### src/rtl/rx_silo_pkg.sv
// Shared types for the receive silo.
// Assumes at most eight lines, so the line number fits the 3-bit field.
package rx_silo_pkg;

    typedef struct packed {
        logic       ovr;
        logic       fe;
        logic [2:0] line;
        logic [7:0] chr;
    } silo_entry_t;

    localparam int CFG_EN_BIT = 12;

    // Build the 16-bit receive word for a popped entry (valid set).
    function automatic logic [15:0] to_word(silo_entry_t e);
        return {1'b1, e.ovr, e.fe, 2'b00, e.line, e.chr};
    endfunction

endpackage

### src/rtl/rx_line_capture.sv
// Per-line capture registers with receive enables and a lowest-line-first
// arbiter that hands one entry per cycle to the silo.
// Assumes a line strobes again only after its held byte has drained
// (at most NUM_LINES cycles); a later strobe overwrites a held byte.
module rx_line_capture
    import rx_silo_pkg::*;
#(
    parameter int NUM_LINES = 8
) (
    input  logic                   clk,
    input  logic                   rst_n,
    input  logic                   clear,
    input  logic                   cfg_wr,
    input  logic [15:0]            cfg_word,
    input  logic [NUM_LINES-1:0]   line_strobe,
    input  logic [NUM_LINES-1:0]   line_break,
    input  logic [8*NUM_LINES-1:0] line_byte,
    output logic                   push,
    output silo_entry_t            push_entry
);
    localparam int LINE_W = (NUM_LINES > 1) ? $clog2(NUM_LINES) : 1;

    logic [NUM_LINES-1:0] rx_en;
    logic [NUM_LINES-1:0] pend;
    logic [NUM_LINES-1:0] grant;
    silo_entry_t          hold [NUM_LINES];

    // Lowest pending line wins.
    assign grant = pend & (~pend + NUM_LINES'(1));
    assign push  = |pend;

    // Select the granted entry.
    always_comb begin
        push_entry = '0;
        for (int i = 0; i < NUM_LINES; i++)
            if (grant[i]) push_entry = hold[i];
    end

    // Enables, capture and drain of the per-line registers.
    always_ff @(posedge clk) begin
        if (!rst_n || clear) begin
            rx_en <= '0;
            pend  <= '0;
        end else begin
            if (cfg_wr && (int'(cfg_word[LINE_W-1:0]) < NUM_LINES))
                rx_en[cfg_word[LINE_W-1:0]] <= cfg_word[CFG_EN_BIT];
            for (int i = 0; i < NUM_LINES; i++) begin
                if (rx_en[i] && (line_strobe[i] || line_break[i])) begin
                    pend[i]      <= 1'b1;
                    hold[i].ovr  <= 1'b0;
                    hold[i].fe   <= line_break[i];
                    hold[i].line <= 3'(i);
                    hold[i].chr  <= line_break[i] ? 8'h00 : line_byte[8*i +: 8];
                end else if (grant[i]) begin
                    pend[i] <= 1'b0;
                end
            end
        end
    end
endmodule

### src/rtl/rx_silo_fifo.sv
// Circular silo of DEPTH entries. Drops a push when full (unless a pop
// frees a slot in the same cycle) and marks overrun on the newest entry.
// Assumes pop is asserted only when count is non-zero.
module rx_silo_fifo
    import rx_silo_pkg::*;
#(
    parameter int DEPTH = 64,
    parameter int CNT_W = $clog2(DEPTH + 1)
) (
    input  logic             clk,
    input  logic             rst_n,
    input  logic             clear,
    input  logic             push,
    input  silo_entry_t      push_entry,
    input  logic             pop,
    output silo_entry_t      head,
    output logic [CNT_W-1:0] count
);
    localparam int PTR_W = (DEPTH > 1) ? $clog2(DEPTH) : 1;

    silo_entry_t      mem [DEPTH];
    logic [PTR_W-1:0] wr_ptr, rd_ptr, last_ptr;
    logic             accept, overflow;

    function automatic logic [PTR_W-1:0] step(logic [PTR_W-1:0] p);
        return (int'(p) == DEPTH - 1) ? '0 : p + PTR_W'(1);
    endfunction

    assign accept   = push && ((count != CNT_W'(DEPTH)) || pop);
    assign overflow = push && !accept;
    assign last_ptr = (wr_ptr == '0) ? PTR_W'(DEPTH - 1) : wr_ptr - PTR_W'(1);
    assign head     = mem[rd_ptr];

    // Pointer, count and storage update.
    always_ff @(posedge clk) begin
        if (!rst_n || clear) begin
            wr_ptr <= '0;
            rd_ptr <= '0;
            count  <= '0;
        end else begin
            if (accept) begin
                mem[wr_ptr] <= push_entry;
                wr_ptr      <= step(wr_ptr);
            end
            if (overflow) mem[last_ptr].ovr <= 1'b1;
            if (pop) rd_ptr <= step(rd_ptr);
            count <= count + CNT_W'(accept) - CNT_W'(pop);
        end
    end
endmodule

### src/rtl/rx_status_ctl.sv
// Receive-done, one-shot silo alarm with arming, and interrupt selection.
// Assumes count is the registered silo occupancy.
module rx_status_ctl #(
    parameter int ALARM_LEVEL = 16,
    parameter int CNT_W       = 7
) (
    input  logic             clk,
    input  logic             rst_n,
    input  logic             clear,
    input  logic             scan_en,
    input  logic             rx_ie,
    input  logic             alarm_ie,
    input  logic             rd,
    input  logic [CNT_W-1:0] count,
    output logic             rx_done,
    output logic             silo_alarm,
    output logic             rx_irq
);
    logic armed;
    logic empty;

    assign empty   = (count == '0);
    assign rx_done = scan_en && !empty;
    assign rx_irq  = rx_ie && (alarm_ie ? silo_alarm : rx_done);

    // Alarm arming, firing and clearing.
    always_ff @(posedge clk) begin
        if (!rst_n || clear) begin
            armed      <= 1'b1;
            silo_alarm <= 1'b0;
        end else begin
            if (rd) silo_alarm <= 1'b0;
            if (rd && scan_en && empty) armed <= 1'b1;
            if (armed && scan_en && (count >= CNT_W'(ALARM_LEVEL))) begin
                silo_alarm <= 1'b1;
                armed      <= 1'b0;
            end
        end
    end
endmodule

### src/rtl/rx_silo.sv
// Top of the multi-line receive silo: capture, silo, status and the
// receive word register.
// Assumes NUM_LINES <= 8 and a single-cycle rbuf_rd strobe per read.
module rx_silo
    import rx_silo_pkg::*;
#(
    parameter int NUM_LINES   = 8,
    parameter int DEPTH       = 64,
    parameter int ALARM_LEVEL = 16
) (
    input  logic                   clk,
    input  logic                   rst_n,
    input  logic                   clear,
    input  logic                   scan_en,
    input  logic                   rx_ie,
    input  logic                   alarm_ie,
    input  logic                   cfg_wr,
    input  logic [15:0]            cfg_word,
    input  logic [NUM_LINES-1:0]   line_strobe,
    input  logic [NUM_LINES-1:0]   line_break,
    input  logic [8*NUM_LINES-1:0] line_byte,
    input  logic                   rbuf_rd,
    output logic [15:0]            rbuf_data,
    output logic                   rx_done,
    output logic                   silo_alarm,
    output logic                   rx_irq
);
    localparam int CNT_W = $clog2(DEPTH + 1);

    logic             push, pop;
    silo_entry_t      push_entry, head;
    logic [CNT_W-1:0] silo_count;

    assign pop = rbuf_rd && scan_en && (silo_count != '0) && !clear;

    rx_line_capture #(.NUM_LINES(NUM_LINES)) u_capture (
        .clk(clk), .rst_n(rst_n), .clear(clear),
        .cfg_wr(cfg_wr), .cfg_word(cfg_word),
        .line_strobe(line_strobe), .line_break(line_break), .line_byte(line_byte),
        .push(push), .push_entry(push_entry)
    );

    rx_silo_fifo #(.DEPTH(DEPTH), .CNT_W(CNT_W)) u_fifo (
        .clk(clk), .rst_n(rst_n), .clear(clear),
        .push(push), .push_entry(push_entry), .pop(pop),
        .head(head), .count(silo_count)
    );

    rx_status_ctl #(.ALARM_LEVEL(ALARM_LEVEL), .CNT_W(CNT_W)) u_status (
        .clk(clk), .rst_n(rst_n), .clear(clear),
        .scan_en(scan_en), .rx_ie(rx_ie), .alarm_ie(alarm_ie),
        .rd(rbuf_rd), .count(silo_count),
        .rx_done(rx_done), .silo_alarm(silo_alarm), .rx_irq(rx_irq)
    );

    // Receive word: popped entry, or zero for empty or scan-off reads.
    always_ff @(posedge clk) begin
        if (!rst_n || clear) rbuf_data <= '0;
        else if (rbuf_rd)    rbuf_data <= pop ? to_word(head) : 16'h0000;
    end
endmodule

### config.mk
export PLATFORM = sky130hd
export DESIGN_NAME = rx_silo
export DESIGN_NICKNAME = d
export VERILOG_FILES = /design/src/rtl/rx_silo_pkg.sv /design/src/rtl/rx_line_capture.sv /design/src/rtl/rx_silo_fifo.sv /design/src/rtl/rx_status_ctl.sv /design/src/rtl/rx_silo.sv
export SDC_FILE = /design/constraint.sdc
export NUM_CORES = 1
export LEC_CHECK = 0
export BUFFER_PORTS_ARGS = -buffer_cell sky130_fd_sc_hd__buf_2
export CORE_ASPECT_RATIO = 1.4
export CORE_MARGIN = 5
export CORE_UTILIZATION = 40
export CTS_CLUSTER_DIAMETER = 60
export DETAILED_ROUTE_END_ITERATION = 10
export PLACE_DENSITY_LB_ADDON = 0.12
export SLEW_MARGIN = 20
export SYNTH_ARGS = -nofsm -noshare
export SYNTH_HDL_FRONTEND = slang
export SYNTH_SLANG_ARGS = --single-unit
### constraint.sdc
create_clock -name clk -period 7.3 [get_ports clk]
set_input_delay 0.365 -clock clk [delete_from_list [all_inputs] [get_ports clk]]
set_output_delay 0.365 -clock clk [all_outputs]
set_load 0.01 [all_outputs]
==> impl_metrics.ini <==
[logic_synthesis]
yosys_warnings = 0
synth.ff_latch_count = 961
yosys.cell_types.count = 84
netlist_area_um2 = 39080
synth-seq-area-share = 0.7238
synth_enable_flop_cells = 904
synth-async-reset-ratio = 0
syn_avg_cell_area_um2 = 18.29
post_synth_inst_count = 2137
leading_register_cell_type_out_of_synthesis = edfxtp_1

[cts]
clock-sinks = 961
worstSkewPairLatency_ns = 0.67
clockBufferDepth = 3
clock_tree_from_tritoncts = yes
cts.clk_slew.worst_paths_ns = 0.07
cts_resized = 0
post_cts.repair.setup_buffers = 0
htreeDepth = 3
cts_buffers = 92
cts_root_buf = clkbuf_16
post_cts_hold_buffers = 61

[pwr]
comb_power_share = 0.029
vdd_ir_drop_max_mv = 0.1979
p_per_area_nw_per_um2 = 248.6
switching_share = 0.1996
p_leak_nw = 14.31
power.switching_mw = 2.255
power_frac_seq = 0.530
power_report.internal_total_mw = 9.040
power.share.clock = 0.441

[final_layout]
mostFrequentLayoutCell = edfxtp_1
layout-drive-gt1-share = 0.2707
antennaDiodeCount = 0
flow.area_growth_from_synthesis_pct = 16.25
layout_common_cells = edfxtp_1 (904), mux4_2 (189), nor2_1 (118), buf_2 (108), clkbuf_16 (97)
final_net_count = 2480
final_cell_area_um2 = 45430

[die]
io_pins = 123
fp-row-count = 135
die_w_um = 274.2
fp.dieH_um = 379.8
die_area_um2 = 104100
placeableCoreArea_um2 = 96960
initial_utilization = 0.4031

[routing]
drt-pass1-iter-count = 5
via_count = 20870
route.antenna.remaining_nets = 0
first_iter_violations = 1828
postRouteWirelength_um = 102700
routedWlPerCell_um = 27.47
drc_errors = 0
post_drt_via_cell_ratio = 5.583

[worst_setup_path]
timing.critical_path.max_delay_family = compound AO/OA/AOI/OAI gates
crit_path_max_cell_delay_ns = 0.84
cells_along_the_critical_path = or4_4, o31a_4, nand2_2, inv_2, buf_4, a221o_2, a211oi_4
end_kind = flip-flop
setup.worst_path.start_class = flip-flop
timing.critical_path.required_ns = 7.59
critical_path.n_buffers_inverters = 2
worstSetupPathType = reg -> reg
timing.critical_path.arrival_ns = 4.66
crit_fanout = 65
cell_with_the_largest_stage_delay_on_the_worst_path = a211oi_4

[sta]
slew_viol_final = 0
fin_setup_tns_ns = 0
max_clock_freq_mhz = 228.8
tightestPinTransition_ns = 1.201
relative_slew_margins = 0.1877
finClkSkew_ns = 0.02316
rsz0062_at_grt = no
final_worst_path_cycle_share = 0.5986
timing_hold_violations_final = 0
period_minus_slack_ns = 4.370
setup_viol_count_final = 0

[placed_design]
gp_congestion = 0.8246
dpl-instance-area_um2 = 41580
detailed_place_hpwl_um = 63790
placement.io_buffers = 108

[global_routing]
antenna_found_initial = 2
globalRouteOverflowTotal = 0
grt_pass1_wl_um = 149800
grt_util_all_layers = 0.1962
grt_pass1_vias = 21960
grt_max_degree = 91

[run_status]
status = complete, no violations

[job]
cap_viol_max_count = 0

[worst_hold_path]
holdCritPathClass = in -> reg
==> sequential cells by signal (all words and copies together) (netlist names), named ones only <==
name                 flops
rbuf_data               14
u_capture.hold          72
u_capture.pend           8
u_capture.rx_en          8
u_fifo.count             7
u_fifo.mem             832
u_fifo.rd_ptr            6
u_fifo.wr_ptr            6
u_status.armed           1
u_status.silo_alarm      1
==> per-layer routing <==
metal | global-route usage | vias up | share of wire
li1 | - | 9164 | -
met1 | 0.2494 | 10940 | 0.40
met2 | 0.3340 | 618 | 0.51
met3 | 0.03768 | 152 | 0.053
met4 | 0.07429 | 0 | 0.038
met5 | 0 | - | 0
==> stage by stage <==
stage / utilization / total power, mW / std cells / worst slack, ns / hold slack, ns
final: 0.4686 / 11.30 / 3739 / 2.930 / 0.04673
after global routing: 0.4686 / 11.66 / 3739 / 2.673 / 0.01572
after CTS: 0.4677 / 11.41 / 3739 / 2.535 / 0.003905
after detailed placement: 0.4288 / 6.408 / 3508 / 2.559 / 0.4740
after global placement: 0.4284 / 6.401 / 3508 / 2.674 / 0.4692
after floorplan: - / 6.288 / 2138 / 1.431 / 0.4535
==> cells by family after synthesis <==
| logic type | synth area share |
|---|---|
| AOI/OAI and AO/OA | 0.06179 |
| xor gates and xnor gates | 0.003138 |
| adders and majority gates | 0.004675 |
| buffers and inverters | 0.01899 |
| DFF | 0.7238 |
| muxes | 0.1339 |
| other | 0.00009596 |
| and+or+nand+nor | 0.05363 |
==> worst register-to-register path: stages, from the launching register on <==
cell and delay [ns]:
dfxtp_1 0.58, or4_4 0.66, o31a_4 0.44, nand2_2 0.18, inv_2 0.18, buf_4 0.36
a221o_2 0.74, a211oi_4 0.85
==> path summary, 6_finish.rpt <==
check	startpoint	slack, ns	to	cells past startpoint
worst max-delay path	u_capture.pend[0]$_SDFFE_PN0P_	2.93	u_fifo.mem[36][5]$_DFFE_PP_	7
worst min-delay path	line_byte[59]	0.05	u_capture.hold[1][39]$_SDFFCE_PP0P_	2
worst max register to register	u_capture.pend[0]$_SDFFE_PN0P_	2.93	u_fifo.mem[36][5]$_DFFE_PP_	7
worst min register to register	u_capture.rx_en[3]$_SDFFE_PN0P_	0.50	u_capture.rx_en[3]$_SDFFE_PN0P_	2
==> cell usage after synthesis (all sizes together) (5+ instances only) <==
library cell  instances  area (um^2)
nor4                  8        50.05
inv                  22        82.58
nand3                19        100.1
and2                  6        37.54
a21oi                49        256.5
dfxtp                57         1141
clkbuf               53        198.9
o21ai                20        100.1
nand4b                5        43.79
a31oi                12        100.1
o221a                 8        90.09
or3                   5        31.28
mux2                 32        360.4
a22oi                34        255.2
nand2b                9        56.30
mux2i                61        614.3
xnor2                11        96.34
nor3                 35        175.2
buf                  81        452.9
nand2                56        212.7
a211oi               61        558.0
a22o                 13        113.9
o211ai                8        87.58
nand3b               12        90.09
nand4                14        87.58
a2111oi               5        56.31
ha                   13        162.7
a32oi                 7        76.32
a211o                 5        43.79
nor2b                76        475.5
a221oi               21        183.9
mux4                189         4257
edfxtp              904        27150
nor2                128        480.5
nor3b                 9        67.56
nor4b                 6        65.06
o22ai                24        150.1
==> final cells by class <==
| class | instances | area (um^2) |
|---|---|---|
| fillers | 8341 | 51520 |
| flip-flops and latches | 961 | 28300 |
| multi-input cells | 1019 | 10360 |
| clock buffers | 116 | 2539 |
| repair buffers | 264 | 1889 |
| well taps | 1301 | 1628 |
| clock inverters | 54 | 623.1 |
| inverters | 24 | 90.09 |
==> power groups by stage <==
| stage | combinational (mW) | clock [mW] | sequential (mW) |
|---|---|---|---|
| floorplan | 0.194 | 0 | 6.09 |
| global placement | 0.301 | 0 | 6.10 |
| detailed placement | 0.308 | 0 | 6.10 |
| CTS | 0.333 | 5.09 | 5.98 |
| global route | 0.361 | 5.32 | 5.98 |
| finish | 0.330 | 4.98 | 5.98 |
Note: power is estimated with default switching activity, not from simulation.
